--- src/rtl/hbd_pkg.sv ---
package hbd_pkg;
  typedef enum logic [1:0] {
    MODE_SB8    = 2'b00,
    MODE_SB16   = 2'b01,
    MODE_DB_MUX = 2'b10,
    MODE_DB_SEP = 2'b11
  } bus_mode_e;

  // strobe bit positions inside the synchronizer vector
  localparam int unsigned S_CS    = 0;
  localparam int unsigned S_DACK  = 1;
  localparam int unsigned S_RD    = 2;
  localparam int unsigned S_WR    = 3;
  localparam int unsigned S_DMAWR = 4;
  localparam int unsigned N_STB   = 5;
endpackage

--- src/rtl/hbd_sync.sv ---
module hbd_sync #(
  parameter int unsigned W      = 5,
  parameter int unsigned STAGES = 2
) (
  input  logic         clk_i,
  input  logic         rst_ni,
  input  logic [W-1:0] async_ni,
  output logic [W-1:0] act_o,
  output logic [W-1:0] rise_o
);
  // one extra stage for edge detection
  logic [STAGES:0][W-1:0] stg_q;

  always_ff @(posedge clk_i or negedge rst_ni) begin
    if (!rst_ni) stg_q <= '1;
    else         stg_q <= {stg_q[STAGES-1:0], async_ni};
  end

  for (genvar b = 0; b < W; b++) begin : g_bit
    assign act_o[b]  = ~stg_q[STAGES-1][b];
    assign rise_o[b] = ~stg_q[STAGES-1][b] & stg_q[STAGES][b];
  end
endmodule

--- src/rtl/hbd_dec.sv ---
module hbd_dec
  import hbd_pkg::*;
#(
  parameter int unsigned         ADDR_W    = 4,
  parameter int unsigned         HDATA_W   = 8,
  parameter int unsigned         DDATA_W   = 16,
  parameter int unsigned         PAR_W     = 2,
  parameter logic [ADDR_W-1:0]   FIFO_ADDR = 4'h2
) (
  input  logic               clk_i,
  input  logic               rst_ni,
  input  logic [1:0]         mode_i,
  input  logic [N_STB-1:0]   act_i,
  input  logic [N_STB-1:0]   rise_i,
  input  logic [ADDR_W-1:0]  addr_i,
  input  logic [HDATA_W-1:0] ad_i,
  input  logic [DDATA_W-1:0] dma_i,
  input  logic [PAR_W-1:0]   dmap_i,
  output logic               reg_rd_o,
  output logic               reg_wr_o,
  output logic [ADDR_W-1:0]  reg_addr_o,
  output logic [HDATA_W-1:0] reg_wdata_o,
  output logic               fifo_pop_o,
  output logic               fifo_push_o,
  output logic [DDATA_W-1:0] fifo_data_o,
  output logic [PAR_W-1:0]   fifo_par_o,
  output logic [1:0]         fifo_cnt_o,
  output logic               proto_err_o
);
  localparam int unsigned HALF_D = DDATA_W / 2;
  localparam int unsigned HALF_P = PAR_W / 2;

  bus_mode_e mode;
  assign mode = bus_mode_e'(mode_i);

  logic [ADDR_W-1:0] mux_addr_q, cur_addr;
  logic single, at_fifo, illegal;
  logic rd_reg_d, pop_d, wr_d, push_d;
  logic [HDATA_W-1:0] wdata;
  logic [DDATA_W-1:0] push_data;
  logic [PAR_W-1:0]   push_par;

  always_ff @(posedge clk_i or negedge rst_ni) begin
    if (!rst_ni) mux_addr_q <= '0;
    else if (rise_i[S_CS] && mode == MODE_DB_MUX) mux_addr_q <= ad_i[ADDR_W-1:0];
  end

  always_comb begin
    cur_addr = (mode == MODE_DB_MUX) ? mux_addr_q : addr_i;
    single   = (mode == MODE_SB8) || (mode == MODE_SB16);
    at_fifo  = (cur_addr == FIFO_ADDR);
    illegal  = act_i[S_CS] & act_i[S_DACK] & (single | at_fifo);
    rd_reg_d = rise_i[S_RD] & act_i[S_CS] & ~at_fifo;
    pop_d    = rise_i[S_RD] & ((act_i[S_CS] & at_fifo) | act_i[S_DACK]) & ~illegal;
    wr_d     = rise_i[S_WR] & act_i[S_CS];
    push_d   = rise_i[S_DMAWR] & act_i[S_DACK] & ~illegal;
    wdata    = single ? dma_i[HDATA_W-1:0] : ad_i;
    if (mode == MODE_SB8) begin
      push_data = {{(DDATA_W-HALF_D){1'b0}}, dma_i[HALF_D-1:0]};
      push_par  = {{(PAR_W-HALF_P){1'b0}}, dmap_i[HALF_P-1:0]};
    end else begin
      push_data = dma_i;
      push_par  = dmap_i;
    end
  end

  always_ff @(posedge clk_i or negedge rst_ni) begin
    if (!rst_ni) begin
      reg_rd_o    <= 1'b0;
      reg_wr_o    <= 1'b0;
      reg_addr_o  <= '0;
      reg_wdata_o <= '0;
      fifo_pop_o  <= 1'b0;
      fifo_push_o <= 1'b0;
      fifo_data_o <= '0;
      fifo_par_o  <= '0;
      fifo_cnt_o  <= '0;
      proto_err_o <= 1'b0;
    end else begin
      reg_rd_o    <= rd_reg_d;
      reg_wr_o    <= wr_d;
      fifo_pop_o  <= pop_d;
      fifo_push_o <= push_d;
      proto_err_o <= illegal;
      if (rd_reg_d || wr_d) reg_addr_o <= cur_addr;
      if (wr_d) reg_wdata_o <= wdata;
      if (push_d) begin
        fifo_data_o <= push_data;
        fifo_par_o  <= push_par;
        fifo_cnt_o  <= (mode == MODE_SB8) ? 2'd1 : 2'd2;
      end
    end
  end

  assert_one_shot_R1: assert property (@(posedge clk_i) disable iff (!rst_ni)
    (reg_wr_o || reg_rd_o || fifo_push_o) |=> !(reg_wr_o || reg_rd_o || fifo_push_o));

  assert_err_blocks_R8: assert property (@(posedge clk_i) disable iff (!rst_ni)
    proto_err_o |-> !(fifo_push_o || fifo_pop_o));

  assert_narrow_push_R7: assert property (@(posedge clk_i) disable iff (!rst_ni)
    (fifo_push_o && $past(mode_i) == 2'b00) |->
      (fifo_cnt_o == 2'd1 && fifo_data_o[DDATA_W-1:HALF_D] == '0));

  assert_rd_not_fifo_R4: assert property (@(posedge clk_i) disable iff (!rst_ni)
    reg_rd_o |-> reg_addr_o != FIFO_ADDR);
endmodule

--- src/rtl/hbd_irq.sv ---
module hbd_irq #(
  parameter int unsigned HRST_MIN = 2
) (
  input  logic clk_i,
  input  logic rst_ni,
  input  logic set_i,
  input  logic rd_clr_i,
  input  logic soft_rst_i,
  input  logic hw_rst_i,
  input  logic scsi_rst_i,
  output logic irq_no
);
  localparam int unsigned CW = $clog2(HRST_MIN + 1);

  logic [CW-1:0] hcnt_q;
  logic hard_go, flag_q;

  assign hard_go = hw_rst_i && (hcnt_q >= CW'(HRST_MIN - 1));

  always_ff @(posedge clk_i or negedge rst_ni) begin
    if (!rst_ni)                          hcnt_q <= '0;
    else if (!hw_rst_i)                   hcnt_q <= '0;
    else if (hcnt_q < CW'(HRST_MIN - 1))  hcnt_q <= hcnt_q + 1'b1;
  end

  always_ff @(posedge clk_i or negedge rst_ni) begin
    if (!rst_ni)                                 flag_q <= 1'b0;
    else if (set_i)                              flag_q <= 1'b1;
    else if (rd_clr_i || soft_rst_i || hard_go)  flag_q <= 1'b0;
  end

  assign irq_no = ~flag_q;

  assert_set_R9: assert property (@(posedge clk_i) disable iff (!rst_ni)
    set_i |=> !irq_no);

  assert_scsi_keeps_R11: assert property (@(posedge clk_i) disable iff (!rst_ni)
    (!irq_no && scsi_rst_i && !rd_clr_i && !soft_rst_i && !hw_rst_i) |=> !irq_no);

  assert_short_hw_R12: assert property (@(posedge clk_i) disable iff (!rst_ni)
    (!irq_no && hw_rst_i && !$past(hw_rst_i) && !rd_clr_i && !soft_rst_i) |=> !irq_no);
endmodule

--- src/rtl/hbus_port_decoder.sv ---
module hbus_port_decoder
  import hbd_pkg::*;
#(
  parameter int unsigned ADDR_W      = 4,
  parameter int unsigned HDATA_W     = 8,
  parameter int unsigned DDATA_W     = 16,
  parameter int unsigned PAR_W       = 2,
  parameter int unsigned SYNC_STAGES = 2,
  parameter int unsigned HRST_MIN    = 2,
  parameter logic [ADDR_W-1:0] FIFO_ADDR  = 4'h2,
  parameter logic [ADDR_W-1:0] ISTAT_ADDR = 4'h5
) (
  input  logic               clk_i,
  input  logic               rst_ni,
  input  logic [1:0]         mode_i,
  input  logic               cs_ni,
  input  logic               dack_ni,
  input  logic               rd_ni,
  input  logic               wr_ni,
  input  logic               dmawr_ni,
  input  logic [ADDR_W-1:0]  addr_i,
  input  logic [HDATA_W-1:0] ad_i,
  input  logic [DDATA_W-1:0] dma_i,
  input  logic [PAR_W-1:0]   dmap_i,
  input  logic               irq_set_i,
  input  logic               soft_rst_i,
  input  logic               hw_rst_i,
  input  logic               scsi_rst_i,
  output logic               reg_rd_o,
  output logic               reg_wr_o,
  output logic [ADDR_W-1:0]  reg_addr_o,
  output logic [HDATA_W-1:0] reg_wdata_o,
  output logic               fifo_pop_o,
  output logic               fifo_push_o,
  output logic [DDATA_W-1:0] fifo_data_o,
  output logic [PAR_W-1:0]   fifo_par_o,
  output logic [1:0]         fifo_cnt_o,
  output logic               proto_err_o,
  output logic               irq_no
);
  logic [N_STB-1:0] stb_n, act, rise;

  always_comb begin
    stb_n          = '1;
    stb_n[S_CS]    = cs_ni;
    stb_n[S_DACK]  = dack_ni;
    stb_n[S_RD]    = rd_ni;
    stb_n[S_WR]    = wr_ni;
    stb_n[S_DMAWR] = dmawr_ni;
  end

  hbd_sync #(.W(N_STB), .STAGES(SYNC_STAGES)) u_sync (
    .clk_i(clk_i), .rst_ni(rst_ni), .async_ni(stb_n), .act_o(act), .rise_o(rise)
  );

  hbd_dec #(
    .ADDR_W(ADDR_W), .HDATA_W(HDATA_W), .DDATA_W(DDATA_W), .PAR_W(PAR_W),
    .FIFO_ADDR(FIFO_ADDR)
  ) u_dec (
    .clk_i(clk_i), .rst_ni(rst_ni), .mode_i(mode_i), .act_i(act), .rise_i(rise),
    .addr_i(addr_i), .ad_i(ad_i), .dma_i(dma_i), .dmap_i(dmap_i),
    .reg_rd_o(reg_rd_o), .reg_wr_o(reg_wr_o), .reg_addr_o(reg_addr_o),
    .reg_wdata_o(reg_wdata_o), .fifo_pop_o(fifo_pop_o), .fifo_push_o(fifo_push_o),
    .fifo_data_o(fifo_data_o), .fifo_par_o(fifo_par_o), .fifo_cnt_o(fifo_cnt_o),
    .proto_err_o(proto_err_o)
  );

  logic istat_rd;
  assign istat_rd = reg_rd_o && (reg_addr_o == ISTAT_ADDR);

  hbd_irq #(.HRST_MIN(HRST_MIN)) u_irq (
    .clk_i(clk_i), .rst_ni(rst_ni), .set_i(irq_set_i), .rd_clr_i(istat_rd),
    .soft_rst_i(soft_rst_i), .hw_rst_i(hw_rst_i), .scsi_rst_i(scsi_rst_i),
    .irq_no(irq_no)
  );

  assert_istat_clear_R10: assert property (@(posedge clk_i) disable iff (!rst_ni)
    (istat_rd && !irq_set_i) |=> irq_no);
endmodule

--- config.mk ---
export PLATFORM = sky130hd
export DESIGN_NAME = hbus_port_decoder
export DESIGN_NICKNAME = d
export VERILOG_FILES = /design/src/rtl/hbd_pkg.sv /design/src/rtl/hbd_sync.sv /design/src/rtl/hbd_dec.sv /design/src/rtl/hbd_irq.sv /design/src/rtl/hbus_port_decoder.sv
export SDC_FILE = /design/constraint.sdc
export NUM_CORES = 1
export LEC_CHECK = 0
export BUFFER_PORTS_ARGS = -buffer_cell sky130_fd_sc_hd__buf_2
export CAP_MARGIN = 15
export CELL_PAD_IN_SITES_DETAIL_PLACEMENT = 1
export CELL_PAD_IN_SITES_GLOBAL_PLACEMENT = 1
export CORE_MARGIN = 2
export CORE_UTILIZATION = 39
export CTS_CLUSTER_SIZE = 14
export DETAILED_ROUTE_END_ITERATION = 12
export GPL_TIMING_DRIVEN = 0
export PLACE_DENSITY = 0.89
export SLEW_MARGIN = 20
export SYNTH_ARGS = -nofsm -noshare
export SYNTH_HDL_FRONTEND = slang
export SYNTH_SLANG_ARGS = --single-unit
--- constraint.sdc ---
create_clock -name clk_i -period 2.1 [get_ports clk_i]
set_input_delay 0.21 -clock clk_i [delete_from_list [all_inputs] [get_ports clk_i]]
set_output_delay 0.21 -clock clk_i [all_outputs]
set_load 0.01 [all_outputs]
==> flow_summary_export.csv <==
group,metric,value,unit
clock_tree,tritoncts.num_buffers,9,
timing,final.setup_skew,8.70,ps
drt,detailroute.via_count,1625,
drt,post_drt_via_cell_ratio,4.79,
placed_design,numPortBuffers,79,
global_route,most_used_routing_layer,"met2",
global_route,groute.usage.overall,0.166,
cells_and_area,final-seq-area,1470,um^2
global_route,number_of_global_route_vias_before_repair,1739,
placed_design,final_gp_congestion,0.740,
synthesis,synthSimpleGateAreaFrac,0.0837,
cells_and_area,fin_cells,339,
drt,drt_iter0_drc,31,
floorplanning,top_level_ports,81,
pwr,peakVddDrop,732,uV
clock_tree,cts.reportedPaths.clkPinSlew,70,ps
floorplanning,effective_utilization_at_floorplan,0.398,
synthesis,post_synth_inst_count,163,
cells_and_area,fillers,653,
synthesis,synth_enable_flop_cells,0,
drt,firstDrtPassIters,4,
run_status,run_status,"complete, no violations",
floorplanning,die_area,6570,um^2
timing,report.final.setup_viol,0,
clock_tree,cts_repair_resize_count,0,
synthesis,synth_xor_area_frac,0.00378,
critical_path,worst_ep_arrival_time,2180,ps
clock_tree,ctsHtreeMaxLevel,3,
timing,slew_viol_final,0,
critical_path,timing.rr.start,"u_dec.mux_addr_q[2]",
hold_path,hold_path_class,"input pin to flip-flop",
synthesis,async_reset_ff_frac,1.00,
global_route,met1_usage,0.197,
cells_and_area,area_occupied_by_multi_input_gates,792,um^2
placed_design,preCtsSetupSlack,9.94,ps
clock_tree,post_cts_buffers,0,
critical_path,cpPeakStageDelay,440,ps
global_route,grt_start_max_net_pins,59,
clock_tree,clockRootBuffer,"sky130_fd_sc_hd__clkbuf_8",
timing,final-hold-violation-count,0,
global_route,grt_util_met3,0.0433,
critical_path,worst-path-max-fanout,10,
clock_tree,clock_path_buffers,2,
critical_path,crit_path_cell_trace,"nor4b_4, o22ai_1, o21ai_4, mux2_2",
synthesis,synthDistinctLibCells,35,
floorplanning,fp.coreArea,5820,um^2
drt,drc,0,
global_route,globalRoute.totalOverflow,0,
synthesis,synth_mux_area_frac,0.154,
critical_path,crit_path_end_kind,"flip-flop",
timing,max_slew.worst_pin.slew,720,ps
clock_tree,clock_tree_from_tritoncts,"done",
placed_design,dpl_hpwl,3730,um
pwr,power-per-cell-area,981,nW/um^2
synthesis,synth_compound_gate_area_share,0.0891,
cells_and_area,design.final.nets,304,
drt,routed_wire_length_per_instance,15.1,um
global_route,grt_antenna_before_repair,0,
synthesis,netlist_area,2320,um^2
timing,slew_headroom,0.520,
placed_design,dp_cells,317,
synthesis,synthesis.nets,208,
synthesis,synth_top_family_by_area,"multiplexers",
synthesis,post_synth_fa_ha_maj_area_fraction,0.0108,
floorplanning,die_w,81.1,um
clock_tree,clock_network_latency_to_the_later_pin_of_the_worst_skew_pair,320,ps
timing,fin_ws,123,ps
synthesis,ys_seq_area_frac,0.634,
timing,finalWorstPathRequiredPeriod,1980,ps
global_route,m2_gr_usage,0.283,
synthesis,dominantRegCellSynth,"sky130_fd_sc_hd__dfrtp_1",
critical_path,critical_path.startpoint,"u_dec.mux_addr_q[2]",
pwr,total_leakage_power,0.00148,uW
cells_and_area,antenna_cells_inserted,0,
drt,detail_route.wirelength,5130,um
critical_path,critPathLaunchType,"flip-flop",
synthesis,ys_ff_latch,58,
floorplanning,core.rowCount,28,
timing,period_share,0.941,
clock_tree,cts.sink_count,58,
cells_and_area,area_delta_synth_final,32.6,%
drt,antenna_violating_nets_post_route,0,
floorplanning,die-height,81.1,um
timing,rsz0062_at_grt,"false",
hold_path,min_from,"irq_set_i",
timing,timing.hold.ws,70.2,ps
critical_path,worst-endpoint-required,2300,ps
timing,achievable-frequency,506,MHz
cells_and_area,post_route_cells_drive_above_1_share,0.523,
global_route,grt_first_pass_wirelength,8110,um
timing,totalNegativeSetupSlack,0,ps
critical_path,critPathSlowestCell,"sky130_fd_sc_hd__o21ai_4",
flow_run,timing.max_cap.violations,0,
critical_path,worst-setup-path-type,"flip-flop to flip-flop",
synthesis,syn_avg_cell_area,14.2,um^2
synthesis,yosysWarningCount,0,
## layer usage
layer / vias up / routed length [um]
met4: 0 / 57
met2: 46 / 2670
met5: - / 0
met1: 802 / 2140
met3: 6 / 263
li1: 771 / -
## cell usage after synthesis, types with 3 or more instances
cell / number / area [um^2]
sky130_fd_sc_hd__a21oi_1: 9 / 45.0
sky130_fd_sc_hd__a22o_1: 9 / 78.8
sky130_fd_sc_hd__buf_2: 3 / 15.0
sky130_fd_sc_hd__dfrtp_1: 44 / 1100
sky130_fd_sc_hd__dfstp_2: 14 / 368
sky130_fd_sc_hd__inv_1: 6 / 22.5
sky130_fd_sc_hd__mux2_2: 20 / 225
sky130_fd_sc_hd__mux2i_1: 11 / 110
sky130_fd_sc_hd__nand2b_1: 4 / 25.0
sky130_fd_sc_hd__nor2_1: 10 / 37.5
sky130_fd_sc_hd__nor3b_1: 4 / 30.0
## registers in the layout (all words and copies together) (netlist names)
register / cells
u_dec.fifo_cnt_o: 2
u_dec.fifo_data_o: 16
u_dec.fifo_par_o: 2
u_dec.fifo_pop_o: 1
u_dec.fifo_push_o: 1
u_dec.mux_addr_q: 4
u_dec.proto_err_o: 1
u_dec.reg_addr_o: 4
u_dec.reg_rd_o: 1
u_dec.reg_wdata_o: 8
u_dec.reg_wr_o: 1
u_irq.flag_q: 1
u_irq.hcnt_q: 2
u_sync.stg_q: 14
## report_power, final
part	total [uW]	leakage, uW	internal, uW	switching, uW
sequential	1410	0.000677	1300	103
combinational	588	0.000714	302	285
clock	1020	0.0000921	555	465
total	3010	0.00148	2160	854
## path summary, 6_finish.rpt
path                                         endpoint  slack, ps  cells past startpoint
worst max-delay path             u_dec.fifo_data_o[5]        120                      4
worst min-delay path                     u_irq.flag_q         70                      2
worst max register to register   u_dec.fifo_data_o[5]        120                      4
worst min register to register        u_sync.stg_q[8]        360                      0
max in group asynchronous       u_dec.fifo_data_o[11]       1140                      2
min in group asynchronous             u_irq.hcnt_q[0]        470                      2
## stage by stage
stage          utilization  power, uW  cell area (um^2)
5_1_grt              0.528       3180              3070
2_1_floorplan            -       1740              2320
6_report             0.528       3010              3070
3_3_place_gp         0.483       1980              2810
4_1_cts              0.528       3060              3070
3_5_place_dp         0.483       2010              2810
## worst max-delay path: cells and delay by family (launching register included)
| kind | cells | cell delay [ps] |
|---|---|---|
| AOI/OAI and AO/OA | 2 | 670 |
| DFF | 1 | 420 |
| muxes | 1 | 390 |
| and+or+nand+nor | 1 | 380 |
## repair_timing
action,CTS,global route
endpoints found under the setup margin,0,0
hold buffers,6,0
endpoints found under the hold margin,49,0
## cells in the final DEF, fill, tap and decap left out, drive strengths merged, types with 3 or more instances in the layout
| cell | n |
|---|---|
| buf | 84 |
| dfrtp | 44 |
| mux2 | 22 |
| dfstp | 14 |
| mux2i | 11 |
| nor2 | 10 |
| clkbuf | 10 |
| a22o | 9 |
| a21oi | 9 |
| inv | 7 |
| dlygate4sd3 | 6 |
| nor3b | 5 |
| nand2b | 4 |
| clkinvlp | 3 |
## cells by family (layout without fill, tap and decap cells)
| kind of cell | Yosys count | in the layout |
|---|---|---|
| flops | 58 | 58 |
| mux | 33 | 33 |
| simple gates | 30 | 30 |
| compound gates | 27 | 27 |
| buf+inv | 12 | 113 |
| fa+ha+maj | 2 | 2 |
| xor+xnor | 1 | 1 |
## final cells by class
cell class / instances / area share
tap: 75 / 0.0305
inverter: 6 / 0.00733
clock inverter: 7 / 0.0257
buffer: 6 / 0.0110
sequential: 58 / 0.478
multi-input combinational: 93 / 0.258
timing repair buffer: 85 / 0.149
clock buffer: 9 / 0.0403
Note: power is estimated with default switching activity, not from simulation.
